--- config.mk ---
export PLATFORM = sky130hd
export DESIGN_NAME = link_req_deser
export DESIGN_NICKNAME = d
export VERILOG_FILES = /design/src/rtl/lrd_pkg.sv /design/src/rtl/lrd_seq.sv /design/src/rtl/lrd_payload.sv /design/src/rtl/lrd_outreg.sv /design/src/rtl/link_req_deser.sv
export SDC_FILE = /design/constraint.sdc
export NUM_CORES = 1
export LEC_CHECK = 0
export BUFFER_PORTS_ARGS = -buffer_cell sky130_fd_sc_hd__buf_2
export CAP_MARGIN = 30
export CELL_PAD_IN_SITES_DETAIL_PLACEMENT = 0
export CELL_PAD_IN_SITES_GLOBAL_PLACEMENT = 1
export CORE_ASPECT_RATIO = 0.7
export CORE_UTILIZATION = 43
export CTS_CLUSTER_DIAMETER = 120
export CTS_CLUSTER_SIZE = 8
export DETAILED_ROUTE_END_ITERATION = 8
export PLACE_DENSITY_LB_ADDON = 0.08
export SKIP_LAST_GASP = 1
export SYNTH_ARGS = -nofsm -noshare
export SYNTH_HDL_FRONTEND = slang
export SYNTH_SLANG_ARGS = --single-unit
export TNS_END_PERCENT = 1
--- constraint.sdc ---
create_clock -name clk -period 2.28 [get_ports clk]
set_input_delay 0.456 -clock clk [delete_from_list [all_inputs] [get_ports clk]]
set_output_delay 0.456 -clock clk [all_outputs]
set_load 0.02 [all_outputs]
--- src/rtl/lrd_pkg.sv ---
package lrd_pkg;

  typedef enum logic [1:0] {
    KIND_BUS = 2'd0,
    KIND_RD  = 2'd1,
    KIND_WR  = 2'd2,
    KIND_ACC = 2'd3
  } req_kind_e;

  typedef enum logic [1:0] {
    ST_IDLE = 2'd0,
    ST_TYPE = 2'd1,
    ST_PAY  = 2'd2,
    ST_STOP = 2'd3
  } seq_state_e;

endpackage

--- src/rtl/lrd_seq.sv ---
module lrd_seq
  import lrd_pkg::*;
#(
  parameter int TYPE_W = 3,
  parameter int SPD_W  = 2,
  parameter int ADDR_W = 4,
  parameter int DATA_W = 8,
  parameter int ACC_W  = 1
) (
  input  logic      clk,
  input  logic      rst,
  input  logic      line_i,
  output logic      pay_clr,
  output logic      pay_en,
  output logic      stop_ok,
  output logic      stop_bad,
  output logic      type_bad,
  output req_kind_e kind_o
);

  localparam int PAY_W = ADDR_W + DATA_W;
  localparam int CNT_W = $clog2(PAY_W + 1);

  seq_state_e          state_q;
  logic [CNT_W-1:0]    cnt_q;
  logic [TYPE_W-2:0]   tsh_q;
  req_kind_e           kind_q;
  logic [TYPE_W-1:0]   type_full;
  logic                type_legal;
  logic                cnt_zero;
  req_kind_e           kind_next;

  function automatic logic [CNT_W-1:0] pay_len(input req_kind_e k);
    case (k)
      KIND_BUS: return CNT_W'(SPD_W);
      KIND_RD:  return CNT_W'(ADDR_W);
      KIND_WR:  return CNT_W'(ADDR_W + DATA_W);
      default:  return CNT_W'(ACC_W);
    endcase
  endfunction

  assign type_full  = {tsh_q, line_i};
  assign type_legal = (type_full[TYPE_W-1:2] == '0);
  assign kind_next  = req_kind_e'(type_full[1:0]);
  assign cnt_zero   = (cnt_q == '0);

  always_ff @(posedge clk) begin
    if (rst) begin
      state_q <= ST_IDLE;
      cnt_q   <= '0;
      tsh_q   <= '0;
      kind_q  <= KIND_BUS;
    end else begin
      case (state_q)
        ST_IDLE: begin
          if (line_i) begin
            state_q <= ST_TYPE;
            cnt_q   <= CNT_W'(TYPE_W - 1);
            tsh_q   <= '0;
          end
        end
        ST_TYPE: begin
          tsh_q <= type_full[TYPE_W-2:0];
          if (cnt_zero) begin
            if (type_legal) begin
              kind_q  <= kind_next;
              cnt_q   <= pay_len(kind_next) - CNT_W'(1);
              state_q <= ST_PAY;
            end else begin
              state_q <= ST_IDLE;
            end
          end else begin
            cnt_q <= cnt_q - CNT_W'(1);
          end
        end
        ST_PAY: begin
          if (cnt_zero) state_q <= ST_STOP;
          else          cnt_q   <= cnt_q - CNT_W'(1);
        end
        default: state_q <= ST_IDLE;
      endcase
    end
  end

  assign pay_clr  = (state_q == ST_IDLE) && line_i;
  assign pay_en   = (state_q == ST_PAY);
  assign stop_ok  = (state_q == ST_STOP) && !line_i;
  assign stop_bad = (state_q == ST_STOP) && line_i;
  assign type_bad = (state_q == ST_TYPE) && cnt_zero && !type_legal;
  assign kind_o   = kind_q;


  idle_start_chk: assert property (@(posedge clk) disable iff (rst)
    (state_q == ST_IDLE && line_i) |=> (state_q == ST_TYPE));


  idle_hold_chk: assert property (@(posedge clk) disable iff (rst)
    (state_q == ST_IDLE && !line_i) |=> (state_q == ST_IDLE));


  stop_to_idle_chk: assert property (@(posedge clk) disable iff (rst)
    (state_q == ST_STOP) |=> (state_q == ST_IDLE));


  type_bad_idle_chk: assert property (@(posedge clk) disable iff (rst)
    type_bad |=> (state_q == ST_IDLE));

endmodule

--- src/rtl/lrd_payload.sv ---
module lrd_payload #(
  parameter int PAY_W = 12
) (
  input  logic             clk,
  input  logic             rst,
  input  logic             clr,
  input  logic             en,
  input  logic             bit_i,
  output logic [PAY_W-1:0] pay_o
);

  logic [PAY_W-1:0] sh_q;

  always_ff @(posedge clk) begin
    if (rst || clr) sh_q <= '0;
    else if (en)    sh_q <= {sh_q[PAY_W-2:0], bit_i};
  end

  assign pay_o = sh_q;


  shift_in_chk: assert property (@(posedge clk) disable iff (rst)
    (en && !clr) |=> (sh_q[0] == $past(bit_i)));

endmodule

--- src/rtl/lrd_outreg.sv ---
module lrd_outreg
  import lrd_pkg::*;
#(
  parameter int SPD_W  = 2,
  parameter int ADDR_W = 4,
  parameter int DATA_W = 8,
  parameter int ACC_W  = 1
) (
  input  logic                     clk,
  input  logic                     rst,
  input  logic                     stop_ok,
  input  logic                     stop_bad,
  input  logic                     type_bad,
  input  req_kind_e                kind_i,
  input  logic [ADDR_W+DATA_W-1:0] pay_i,
  output logic                     req_valid,
  output logic [1:0]               req_kind,
  output logic [SPD_W-1:0]         req_speed,
  output logic [ADDR_W-1:0]        req_addr,
  output logic [DATA_W-1:0]        req_wdata,
  output logic                     frame_err
);

  localparam int PAY_W = ADDR_W + DATA_W;

  logic [SPD_W-1:0]  spd_n;
  logic [ADDR_W-1:0] addr_n;
  logic [DATA_W-1:0] data_n;

  always_comb begin
    spd_n  = '0;
    addr_n = '0;
    data_n = '0;
    case (kind_i)
      KIND_BUS: spd_n  = pay_i[SPD_W-1:0];
      KIND_RD:  addr_n = pay_i[ADDR_W-1:0];
      KIND_WR: begin
        addr_n = pay_i[PAY_W-1:DATA_W];
        data_n = pay_i[DATA_W-1:0];
      end
      default:  data_n = DATA_W'(pay_i[ACC_W-1:0]);
    endcase
  end

  always_ff @(posedge clk) begin
    if (rst) begin
      req_valid <= 1'b0;
      frame_err <= 1'b0;
      req_kind  <= '0;
      req_speed <= '0;
      req_addr  <= '0;
      req_wdata <= '0;
    end else begin
      req_valid <= stop_ok;
      frame_err <= stop_bad || type_bad;
      if (stop_ok) begin
        req_kind  <= kind_i;
        req_speed <= spd_n;
        req_addr  <= addr_n;
        req_wdata <= data_n;
      end
    end
  end


  valid_pulse_chk: assert property (@(posedge clk) disable iff (rst)
    req_valid |=> !req_valid);


  valid_err_excl_chk: assert property (@(posedge clk) disable iff (rst)
    req_valid |-> !frame_err);


  bus_fields_zero_chk: assert property (@(posedge clk) disable iff (rst)
    (req_valid && req_kind == 2'd0) |-> (req_addr == '0 && req_wdata == '0));


  err_hold_chk: assert property (@(posedge clk) disable iff (rst)
    frame_err |-> ($stable(req_addr) && $stable(req_wdata) && $stable(req_speed)));

endmodule

--- src/rtl/link_req_deser.sv ---
module link_req_deser
  import lrd_pkg::*;
#(
  parameter int TYPE_W = 3,
  parameter int SPD_W  = 2,
  parameter int ADDR_W = 4,
  parameter int DATA_W = 8,
  parameter int ACC_W  = 1
) (
  input  logic              clk,
  input  logic              rst,
  input  logic              req_line,
  output logic              req_valid,
  output logic [1:0]        req_kind,
  output logic [SPD_W-1:0]  req_speed,
  output logic [ADDR_W-1:0] req_addr,
  output logic [DATA_W-1:0] req_wdata,
  output logic              frame_err
);

  localparam int PAY_W = ADDR_W + DATA_W;

  logic             pay_clr;
  logic             pay_en;
  logic             stop_ok;
  logic             stop_bad;
  logic             type_bad;
  req_kind_e        kind_w;
  logic [PAY_W-1:0] pay_w;

  lrd_seq #(
    .TYPE_W(TYPE_W), .SPD_W(SPD_W), .ADDR_W(ADDR_W),
    .DATA_W(DATA_W), .ACC_W(ACC_W)
  ) seq_i (
    .clk(clk), .rst(rst), .line_i(req_line),
    .pay_clr(pay_clr), .pay_en(pay_en),
    .stop_ok(stop_ok), .stop_bad(stop_bad), .type_bad(type_bad),
    .kind_o(kind_w)
  );

  lrd_payload #(.PAY_W(PAY_W)) pay_i (
    .clk(clk), .rst(rst), .clr(pay_clr), .en(pay_en),
    .bit_i(req_line), .pay_o(pay_w)
  );

  lrd_outreg #(
    .SPD_W(SPD_W), .ADDR_W(ADDR_W), .DATA_W(DATA_W), .ACC_W(ACC_W)
  ) out_i (
    .clk(clk), .rst(rst),
    .stop_ok(stop_ok), .stop_bad(stop_bad), .type_bad(type_bad),
    .kind_i(kind_w), .pay_i(pay_w),
    .req_valid(req_valid), .req_kind(req_kind), .req_speed(req_speed),
    .req_addr(req_addr), .req_wdata(req_wdata), .frame_err(frame_err)
  );

endmodule

==> run metrics <==
Mapped Area=0.00186 mm^2; initial antenna violation count=0; final net count=245; Worst EP required=2.48 ns; syn nets=225; Fillers=406; multi-input gate area in the final layout=976 um^2; Synth Register Bits=40; die area=0.00460 mm^2; Max clock buf depth=2; MaxCap Viol Count=0; antenna-violating nets left=0; critical path's slowest cell=a2111oi_2; grt met2 use=0.277; Setup crit end kind=flip-flop; Die Y=57.0 um; fmax=501 MHz; CP Max Fanout=5; CP Data Arrival Time=2.19 ns; Rel. slew slack=0.593; worst path bufs/invs=1; Top delay family on crit path=compound AO/OA/AOI/OAI gates; largest net degree at the start of global routing=29; hold_buf cts=0; status=complete, no violations; Initial Util=0.460; Cell Pwr Density=790 mW/mm^2; RSZ-0062 raised after global routing=false; setup TNS=0 ns; hold path startpoint=out_i.req_wdata[4]; Port Buffers=20; synth-to-layout area growth=13.6%; static leakage=0.835 nW; fin area=0.00211 mm^2; met3 usage=0.0608; Worst Hold Path EP=out_i.req_wdata[4]; first-pass GRT wire length=6.81 mm; final setup fails=0; grt met1 use=0.285; worst reg-to-reg setup slack=0.28 ns; Setup CP Type=flip-flop to flip-flop; Hold Crit Depth=2; H-tree depth=2; Initial DRT Pass Iterations=4; CTS tree=done; Most Used Layer, Global Route=met1; R2R depth=6; PostCTS Resize Cnt=0; Post-Syn Instances=208; CP peak stage delay=0.48 ns; Num CTS Buffers=5; Max Slew Vio Count=0; Ant. Diodes=0; WL/cell=14.3 um; Levels on crit path=6; Sink Count=40; layout cells sized above 1=0.148; placed inst area=0.00201 mm^2; yosys synthesis warning count=0; via density per instance=5.35; Tightest Pin Transition=0.609 ns; Setup Fix Bufs, Post-CTS=0; FF/Latch Area=801 um^2; DP HPWL=2.89 mm; die width=80.6 um; reg2reg end=seq_i.cnt_q[0]; Critical Path, Cell by Cell=inv_1 > ha_1 > a21o_1 > a2111oi_2 > or3b_1 > o311ai_1; startpoint types=flip-flop; Worst-Skew Late Latency=0.29 ns; most common cell after layout, fill and taps aside=dfxtp_1; Core Footprint=0.00404 mm^2; Unique masters post-synth=34; Std-Cell Rows=19; final worst path period share=0.876; Ports=21; syn_area_per_cell=8.94 um^2; via count=1503; root buf cell=clkbuf_8; worst r2r src=seq_i.state_q[0]; vias in the first global route=1420; final wirelength=4.02 mm; final hold violations=0; Tmin final=2.00 ns; global route overflow=0; GRT Overall Usage=0.198; routability cong.=0.926; Hold WC Path Type=flip-flop to flip-flop; Worst Clk Skew=0.00402 ns; DRT iter0 DRCs=141; Clock transition at path regs=0.08 ns; drc violations=0; Seq/Total Area, Yosys=0.430; most frequent cells in the layout=dfxtp_1, nor2_1, a21oi_1, buf_2, nand2_1; Max VDD drop=417 uV
[how the worst max path moves through the flow]
stage | from | slack [ns] | end
floorplan | seq_i.state_q[0] | 0.39 | seq_i.cnt_q[0]
global placement | seq_i.state_q[0] | 0.37 | seq_i.cnt_q[0]
detailed placement | seq_i.state_q[0] | 0.31 | seq_i.cnt_q[0]
CTS | seq_i.state_q[0] | 0.29 | seq_i.cnt_q[0]
global route | seq_i.state_q[0] | 0.17 | seq_i.cnt_q[0]
finish | seq_i.state_q[0] | 0.28 | seq_i.cnt_q[0]
[power breakdown]
group | internal [mW] | switching, mW | leakage (nW) | total (mW)
clock network | 0.325 | 0.242 | 0.0552 | 0.567
logic | 0.142 | 0.213 | 0.457 | 0.355
registers | 0.720 | 0.0269 | 0.323 | 0.747
total | 1.19 | 0.482 | 0.835 | 1.67
[cells in the mapped netlist (all sizes together)]
cell,n,share of area
mux2i,12,0.065
o22ai,1,0.0034
a32oi,2,0.0094
o311ai,1,0.0047
nor3b,1,0.010
a22o,6,0.028
nor3,4,0.011
nor2b,2,0.0067
a2111oi,1,0.0081
or3b,2,0.0094
nor2,25,0.050
o211ai,1,0.0040
inv,9,0.018
a22oi,5,0.020
a21o,2,0.0081
o2111a,1,0.0061
or4b,1,0.0054
and2,1,0.0034
ha,14,0.094
nand4bb,1,0.0061
nand3,11,0.030
nand2b,6,0.020
o21ai,7,0.021
dfxtp,40,0.43
a21oi,20,0.054
a211oi,1,0.0040
buf,3,0.011
clkbuf,8,0.016
nand2,19,0.038
xnor2,1,0.0047
[sequential cells by signal, summed over array words and instances (netlist names)]
signal           cells
out_i.req_addr       4
seq_i.kind_o         2
out_i.req_kind       2
out_i.req_valid      1
seq_i.cnt_q          4
out_i.req_wdata      8
out_i.frame_err      1
seq_i.tsh_q          2
out_i.req_speed      2
pay_i.pay_o         12
seq_i.state_q        2
[worst register-to-register path, delay by kind of cell (launching register included)]
kind                       cells  cell delay [ns]
AOI/OAI and AO/OA              3             0.76
adders and majority gates      1             0.24
buffers and inverters          1             0.10
DFF                            1             0.41
and+or+nand+nor                1             0.39
[cell type report]
| type | count | area share |
|---|---|---|
| clock buffers | 6 | 0.0343 |
| repair buffers | 24 | 0.0616 |
| multi-input cells | 148 | 0.462 |
| well taps | 52 | 0.0308 |
| inverters | 9 | 0.0160 |
| clock inverters | 2 | 0.0166 |
| flip-flops and latches | 40 | 0.379 |
[layer usage]
layer | part of all wire | wire (um) | vias to the layer above
met2 | 0.39 | 1590 | 40
met4 | 0.013 | 53 | 0
met5 | 0 | 0 | -
met3 | 0.062 | 249 | 7
li1 | - | - | 763
met1 | 0.53 | 2130 | 693
[metrics by stage]
step / instances / setup slack, ns / utilization / total power, mW / hold slack, ns
floorplan: 208 / 0.392 / - / 1.04 / 0.460
global placement: 273 / 0.375 / 0.496 / 1.11 / 0.437
detailed placement: 273 / 0.310 / 0.496 / 1.11 / 0.447
CTS: 281 / 0.288 / 0.523 / 1.68 / 0.459
global route: 281 / 0.170 / 0.523 / 1.76 / 0.468
finish: 281 / 0.282 / 0.523 / 1.67 / 0.456
[kinds of logic (layout without fill, tap and decap cells)]
group | count (synthesis) | count (layout) | synth area share
AOI/OAI and AO/OA | 48 | 48 | 0.171
xor gates and xnor gates | 1 | 1 | 0.00471
adders and majority gates | 14 | 14 | 0.0942
buffers and inverters | 20 | 41 | 0.0451
DFF | 40 | 40 | 0.430
muxes | 12 | 12 | 0.0646
and+or+nand+nor | 73 | 73 | 0.190
Note: power is estimated with default switching activity, not from simulation.
